### config.mk
export PLATFORM = sky130hd
export DESIGN_NAME = bus_idle_pwrdn
export DESIGN_NICKNAME = d
export VERILOG_FILES = /design/src/rtl/bipd_pkg.sv /design/src/rtl/bipd_cfg_regs.sv /design/src/rtl/bipd_idle_timer.sv /design/src/rtl/bipd_hold_gate.sv /design/src/rtl/bus_idle_pwrdn.sv
export SDC_FILE = /design/constraint.sdc
export NUM_CORES = 1
export LEC_CHECK = 0
export ABC_AREA = 1
export BUFFER_PORTS_ARGS = -buffer_cell sky130_fd_sc_hd__buf_2
export CAP_MARGIN = 25
export CORE_ASPECT_RATIO = 1.75
export CORE_MARGIN = 2
export CORE_UTILIZATION = 40
export DETAILED_ROUTE_END_ITERATION = 12
export HOLD_SLACK_MARGIN = 0.1
export SLEW_MARGIN = 20
export SYNTH_ARGS = -nofsm -noshare
export SYNTH_HDL_FRONTEND = slang
export SYNTH_SLANG_ARGS = --single-unit
### constraint.sdc
create_clock -name clk -period 1.7 [get_ports clk]
set_input_delay 0.51 -clock clk [delete_from_list [all_inputs] [get_ports clk]]
set_output_delay 0.51 -clock clk [all_outputs]
set_load 0.03 [all_outputs]
### src/rtl/bipd_pkg.sv
package bipd_pkg;
  localparam int IDLE_W = 8;
  localparam int CFG_AW = 2;

  typedef enum logic [CFG_AW-1:0] {
    RA_MODE  = 2'd0,
    RA_BLOCK = 2'd1,
    RA_IDLE  = 2'd2
  } cfg_addr_e;

  typedef struct packed {
    logic              turbo_off;
    logic              pd_en;
    logic              blk_low;
    logic              blk_ctl;
    logic [IDLE_W-1:0] idle_lim;
  } cfg_t;
endpackage

### src/rtl/bipd_cfg_regs.sv
module bipd_cfg_regs
  import bipd_pkg::*;
#(
  parameter logic [IDLE_W-1:0] IDLE_RST = '1
) (
  input  logic              clk,
  input  logic              rst_n,
  input  logic              we_i,
  input  logic [CFG_AW-1:0] addr_i,
  input  logic [IDLE_W-1:0] wdata_i,
  output cfg_t              cfg_o
);
  cfg_t cfg_q;

  always_ff @(posedge clk or negedge rst_n) begin
    if (!rst_n) begin
      cfg_q.turbo_off <= 1'b0;
      cfg_q.pd_en     <= 1'b0;
      cfg_q.blk_low   <= 1'b0;
      cfg_q.blk_ctl   <= 1'b0;
      cfg_q.idle_lim  <= IDLE_RST;
    end else if (we_i) begin
      case (addr_i)
        RA_MODE: begin
          cfg_q.turbo_off <= wdata_i[0];
          cfg_q.pd_en     <= wdata_i[1];
        end
        RA_BLOCK: begin
          cfg_q.blk_low <= wdata_i[0];
          cfg_q.blk_ctl <= wdata_i[1];
        end
        RA_IDLE: cfg_q.idle_lim <= wdata_i;
        default: ;
      endcase
    end
  end

  assign cfg_o = cfg_q;

  AST_RESET_TURBO_ON: assert property (@(posedge clk) disable iff (!rst_n)
    $rose(rst_n) |-> !cfg_q.turbo_off);
endmodule

### src/rtl/bipd_idle_timer.sv
module bipd_idle_timer #(
  parameter int W = 8
) (
  input  logic         clk,
  input  logic         rst_n,
  input  logic         strobe_i,
  input  logic         pd_en_i,
  input  logic [W-1:0] limit_i,
  output logic         pd_o
);
  localparam logic [W-1:0] CNT_MAX = '1;

  logic         strobe_q;
  logic         act;
  logic [W-1:0] cnt_q;
  logic         pd_q;

  assign act = strobe_i ^ strobe_q;

  always_ff @(posedge clk or negedge rst_n) begin
    if (!rst_n) begin
      strobe_q <= 1'b0;
      cnt_q    <= '0;
    end else begin
      strobe_q <= strobe_i;
      if (act)                cnt_q <= '0;
      else if (cnt_q != CNT_MAX) cnt_q <= cnt_q + 1'b1;
    end
  end

  always_ff @(posedge clk or negedge rst_n) begin
    if (!rst_n)                          pd_q <= 1'b0;
    else if (!pd_en_i || act)            pd_q <= 1'b0;
    else if (!pd_q && cnt_q >= limit_i)  pd_q <= 1'b1;
  end

  assign pd_o = pd_q;

  AST_WAKE_ON_STROBE: assert property (@(posedge clk) disable iff (!rst_n)
    (pd_q && act) |=> !pd_q);
  AST_NO_PD_DISABLED: assert property (@(posedge clk) disable iff (!rst_n)
    !pd_en_i |=> !pd_q);
  AST_ENTRY_QUIET: assert property (@(posedge clk) disable iff (!rst_n)
    $rose(pd_q) |-> $past(!act));
  AST_COUNT_RESTART: assert property (@(posedge clk) disable iff (!rst_n)
    act |=> (cnt_q == '0));
endmodule

### src/rtl/bipd_hold_gate.sv
module bipd_hold_gate #(
  parameter int W = 8
) (
  input  logic         clk,
  input  logic         rst_n,
  input  logic         blk_i,
  input  logic [W-1:0] d_i,
  output logic [W-1:0] q_o
);
  logic [W-1:0] hold_q;

  always_ff @(posedge clk or negedge rst_n) begin
    if (!rst_n)      hold_q <= '0;
    else if (!blk_i) hold_q <= d_i;
  end

  assign q_o = blk_i ? hold_q : d_i;

  AST_FROZEN_STABLE: assert property (@(posedge clk) disable iff (!rst_n)
    (blk_i && $past(blk_i)) |-> (q_o == $past(q_o)));
endmodule

### src/rtl/bus_idle_pwrdn.sv
module bus_idle_pwrdn
  import bipd_pkg::*;
#(
  parameter int AD_W  = 16,
  parameter int LOW_W = 8,
  parameter int CTL_W = 3
) (
  input  logic              clk,
  input  logic              rst_n,
  input  logic [AD_W-1:0]   bus_ad_i,
  input  logic [CTL_W-1:0]  bus_ctl_i,
  input  logic              bus_ale_i,
  input  logic              bus_wrh_i,
  input  logic              cs_in_n,
  input  logic              mem_sel_i,
  input  logic              cfg_we_i,
  input  logic [CFG_AW-1:0] cfg_addr_i,
  input  logic [IDLE_W-1:0] cfg_wdata_i,
  output logic [AD_W-1:0]   mem_ad_o,
  output logic [AD_W-1:0]   pld_ad_o,
  output logic [CTL_W-1:0]  pld_ctl_o,
  output logic              pld_ale_o,
  output logic              pld_wrh_o,
  output logic              mem_sel_o,
  output logic              pwr_down_o,
  output logic              turbo_on_o
);
  localparam int HIGH_W = AD_W - LOW_W;
  localparam int GRP_W  = CTL_W + 2;

  cfg_t             cfg;
  logic             pd;
  logic [GRP_W-1:0] grp_in;
  logic [GRP_W-1:0] grp_out;

  bipd_cfg_regs #(.IDLE_RST('1)) u_regs (
    .clk(clk), .rst_n(rst_n), .we_i(cfg_we_i), .addr_i(cfg_addr_i),
    .wdata_i(cfg_wdata_i), .cfg_o(cfg)
  );

  bipd_idle_timer #(.W(IDLE_W)) u_timer (
    .clk(clk), .rst_n(rst_n), .strobe_i(bus_ale_i), .pd_en_i(cfg.pd_en),
    .limit_i(cfg.idle_lim), .pd_o(pd)
  );

  bipd_hold_gate #(.W(AD_W)) u_mem_ad (
    .clk(clk), .rst_n(rst_n), .blk_i(pd), .d_i(bus_ad_i), .q_o(mem_ad_o)
  );

  bipd_hold_gate #(.W(LOW_W)) u_pld_lo (
    .clk(clk), .rst_n(rst_n), .blk_i(pd | cfg.blk_low),
    .d_i(bus_ad_i[LOW_W-1:0]), .q_o(pld_ad_o[LOW_W-1:0])
  );

  generate
    if (HIGH_W > 0) begin : g_high
      bipd_hold_gate #(.W(HIGH_W)) u_pld_hi (
        .clk(clk), .rst_n(rst_n), .blk_i(pd),
        .d_i(bus_ad_i[AD_W-1:LOW_W]), .q_o(pld_ad_o[AD_W-1:LOW_W])
      );
    end
  endgenerate

  assign grp_in = {bus_wrh_i, bus_ale_i, bus_ctl_i};

  bipd_hold_gate #(.W(GRP_W)) u_pld_ctl (
    .clk(clk), .rst_n(rst_n), .blk_i(pd | cfg.blk_ctl), .d_i(grp_in), .q_o(grp_out)
  );

  assign pld_ctl_o  = grp_out[CTL_W-1:0];
  assign pld_ale_o  = grp_out[CTL_W];
  assign pld_wrh_o  = grp_out[CTL_W+1];
  assign mem_sel_o  = mem_sel_i & ~cs_in_n & ~pd;
  assign pwr_down_o = pd;
  assign turbo_on_o = ~cfg.turbo_off;

  AST_PD_MEM_FROZEN: assert property (@(posedge clk) disable iff (!rst_n)
    (pwr_down_o && $past(pwr_down_o)) |-> $stable(mem_ad_o));
  AST_WAKE_PASSES: assert property (@(posedge clk) disable iff (!rst_n)
    $fell(pwr_down_o) |-> (mem_ad_o == bus_ad_i));
  AST_PD_DESELECT: assert property (@(posedge clk) disable iff (!rst_n)
    $rose(pwr_down_o) |-> !mem_sel_o);
endmodule

==> flow_metrics.env <==
export IMPL_multi_input_area_um2=1120
export IMPL_final_util=0.628
export IMPL_synth_seq_cells=59
export IMPL_die_height_um=109
export IMPL_leakage_nw=1.96
export IMPL_pre_cts_slack_ns=-0.0185
export IMPL_die_w_um=64.3
export IMPL_drt_iter0_drc=68
export IMPL_fmax_ghz=0.500
export IMPL_relSlewSlack=0.787
export IMPL_syn_area_um2=2540
export IMPL_wl_per_cell_um=13.1
export IMPL_drive_gt1_frac=0.433
export IMPL_cp_max_fo=5
export IMPL_violations="setup timing"
export IMPL_firstDrtPassIters=4
export IMPL_clock_root_buffer="clkbuf_8"
export IMPL_grt_pass1_vias=2229
export IMPL_stdcell_count=459
export IMPL_status="complete, but fails checks"
export IMPL_hold_viol_final=0
export IMPL_crit_type="reg2out"
export IMPL_finalSetupViolations=39
export IMPL_final_antenna_net_count=0
export IMPL_diodes=0
export IMPL_cts_max_path_buffers=2
export IMPL_final_max_slew_violation_count=0
export IMPL_rsz0062_at_grt="true"
export IMPL_pin_count=76
export IMPL_clk_pin_slew_ns=0.06
export IMPL_core_area_um2=6180
export IMPL_syn_num_nets=317
export IMPL_finalPower_mw=3.78
export IMPL_start_kind="register"
export IMPL_place_area_um2=3200
export IMPL_drt_drc_violations_left=0
export IMPL_regArea_um2=1490
export IMPL_arrival_ns=1.49
export IMPL_hold_path_class="in2async"
export IMPL_period_needed_ns=2.00
export IMPL_cts_inserted_buffers=9
export IMPL_gr_usage_all_layers=0.188
export IMPL_vias=2154
export IMPL_area_delta_synth_final_pct=52.5
export IMPL_fin_crit_sh=1.18
export IMPL_setup_slack_ns=-0.302
export IMPL_clock_skew_ns=0.00426
export IMPL_ys_types=22
export IMPL_postCtsHoldBufs=0
export IMPL_irDropWorstVdd_mv=0.682
export IMPL_worst_hold_slack_ns=0.156
export IMPL_finalInstanceArea_um2=3880
export IMPL_ys_warnings_count=0
export IMPL_tightest_slew_ns=0.319
export IMPL_antenna_found_initial=0
export IMPL_layout_nets=419
export IMPL_htree_levels=3
export IMPL_cts_sinks=59
export IMPL_grt_first_pass_wirelength_mm=9.85
export IMPL_initial_core_util=0.412
export IMPL_synth_cells=272
export IMPL_end_kind="primary output"
export IMPL_power_density_nw_per_um2=974
export IMPL_avgSynthCellArea_um2=9.35
export IMPL_tns_ns=-9.16
export IMPL_rows=38
export IMPL_nFillCells=559
export IMPL_viasPerCell=4.69
export IMPL_ys_seq_area_frac=0.584
export IMPL_io_buffers=75
export IMPL_overflow=0
export IMPL_wl_mm=6.01
export IMPL_clkLatencyLatePin_ns=0.34
export IMPL_maxCapViolCount=0
export IMPL_dieArea_um2=7040
export IMPL_hpwlAfterDp_mm=4.03
export IMPL_gp_congestion=0.785
export IMPL_grt_max_degree=60
export IMPL_cp_required_ns=1.19
export IMPL_dpl_cell_count=429
export IMPL_cts_tree="built"
==> worst paths after layout <==
path | startpoint | endpoint | cells past startpoint | slack [ns]
setup / recovery | u_timer.pd_o | pld_ctl_o[1] | 3 | -0.30
hold / removal | rst_n | u_regs.cfg_o[11] | 2 | 0.16
setup reg to reg | u_regs.cfg_o[7] | u_timer.pd_o | 7 | 0.17
hold reg to reg | u_regs.cfg_o[2] | u_regs.cfg_o[2] | 2 | 0.48
max in group asynchronous | rst_n | u_regs.cfg_o[6] | 2 | 1.22
min in group clk | bus_ale_i | u_timer.strobe_q | 1 | 0.38
==> state kept, by name (all words and copies together) (netlist names) <==
register                flops
u_timer.strobe_q            1
u_pld_ctl.hold_q            5
u_mem_ad.hold_q            16
u_timer.pd_o                1
u_timer.cnt_q               8
u_regs.cfg_o               12
g_high.u_pld_hi.hold_q      8
u_pld_lo.hold_q             8
==> cells in the mapped netlist, drive strengths merged <==
| master | n | area [µm²] |
|---|---|---|
| or2 | 1 | 6.26 |
| dfrtp | 51 | 1280 |
| xnor2 | 1 | 27.5 |
| o21bai | 1 | 7.51 |
| o21ai | 19 | 95.1 |
| buf | 7 | 37.5 |
| ha | 9 | 113 |
| nand2 | 80 | 300 |
| nor2 | 25 | 109 |
| o31ai | 1 | 7.51 |
| a21o | 1 | 7.51 |
| nand4 | 2 | 18.8 |
| a21oi | 17 | 85.1 |
| nand3 | 10 | 50.1 |
| inv | 32 | 120 |
| mux2 | 6 | 67.6 |
| nor3 | 1 | 5.00 |
| dfstp | 8 | 210 |
==> report_power, final <==
| part | internal, mW | leakage, nW | total [mW] | switching [mW] |
|---|---|---|---|---|
| sequential | 1.57 | 0.696 | 1.65 | 0.0771 |
| combinational | 0.449 | 1.17 | 0.975 | 0.526 |
| clock | 0.644 | 0.0965 | 1.16 | 0.512 |
| total | 2.66 | 1.96 | 3.78 | 1.12 |
==> final cells by class <==
cell class	instances	area share
clock buffer	14	0.0445
clock inverter	2	0.00258
inverter	32	0.0310
multi-input combinational	174	0.289
sequential	59	0.384
tap	80	0.0258
timing repair buffer	98	0.224
==> placed cells by master (no fill, tap or decap), types with 10 or more instances in the layout <==
cell and count:
nor2_1 16, nand2_1 69, inv_1 32, a21oi_1 10, nand3_1 10, buf_6 40, nand2_2 11, clkbuf_8 12
o21ai_0 10, buf_4 15, buf_2 37, dfrtp_1 50
==> layer usage <==
layer / track usage / vias up / share of wire
li1: - / 1069 / -
met1: 0.200 / 1030 / 0.39
met2: 0.335 / 47 / 0.55
met3: 0.0542 / 8 / 0.039
met4: 0.0957 / 0 / 0.019
met5: 0 / - / 0
==> cells by family after synthesis <==
family | Yosys count | synth area share
buffers and inverters | 39 | 0.0620
AO/OA/AOI/OAI | 39 | 0.0797
AND/OR/NAND/NOR | 119 | 0.192
adder cells (fa/ha/maj) | 9 | 0.0443
multiplexers | 6 | 0.0266
flip-flops | 59 | 0.584
XOR/XNOR | 1 | 0.0108
==> repair_timing <==
item	CTS	global route
pin swaps	8	2
buffers inserted	6	8
resized for setup	104	8
setup endpoints to repair	39	39
cloned	0	1
endpoints found under the hold margin	0	0
==> critical path: stages (launching register included) <==
cell     delay [ns]
dfrtp_2        0.46
nor2_4         0.21
mux2_4         0.34
buf_6          0.14
(Power assumes the default switching activity.)
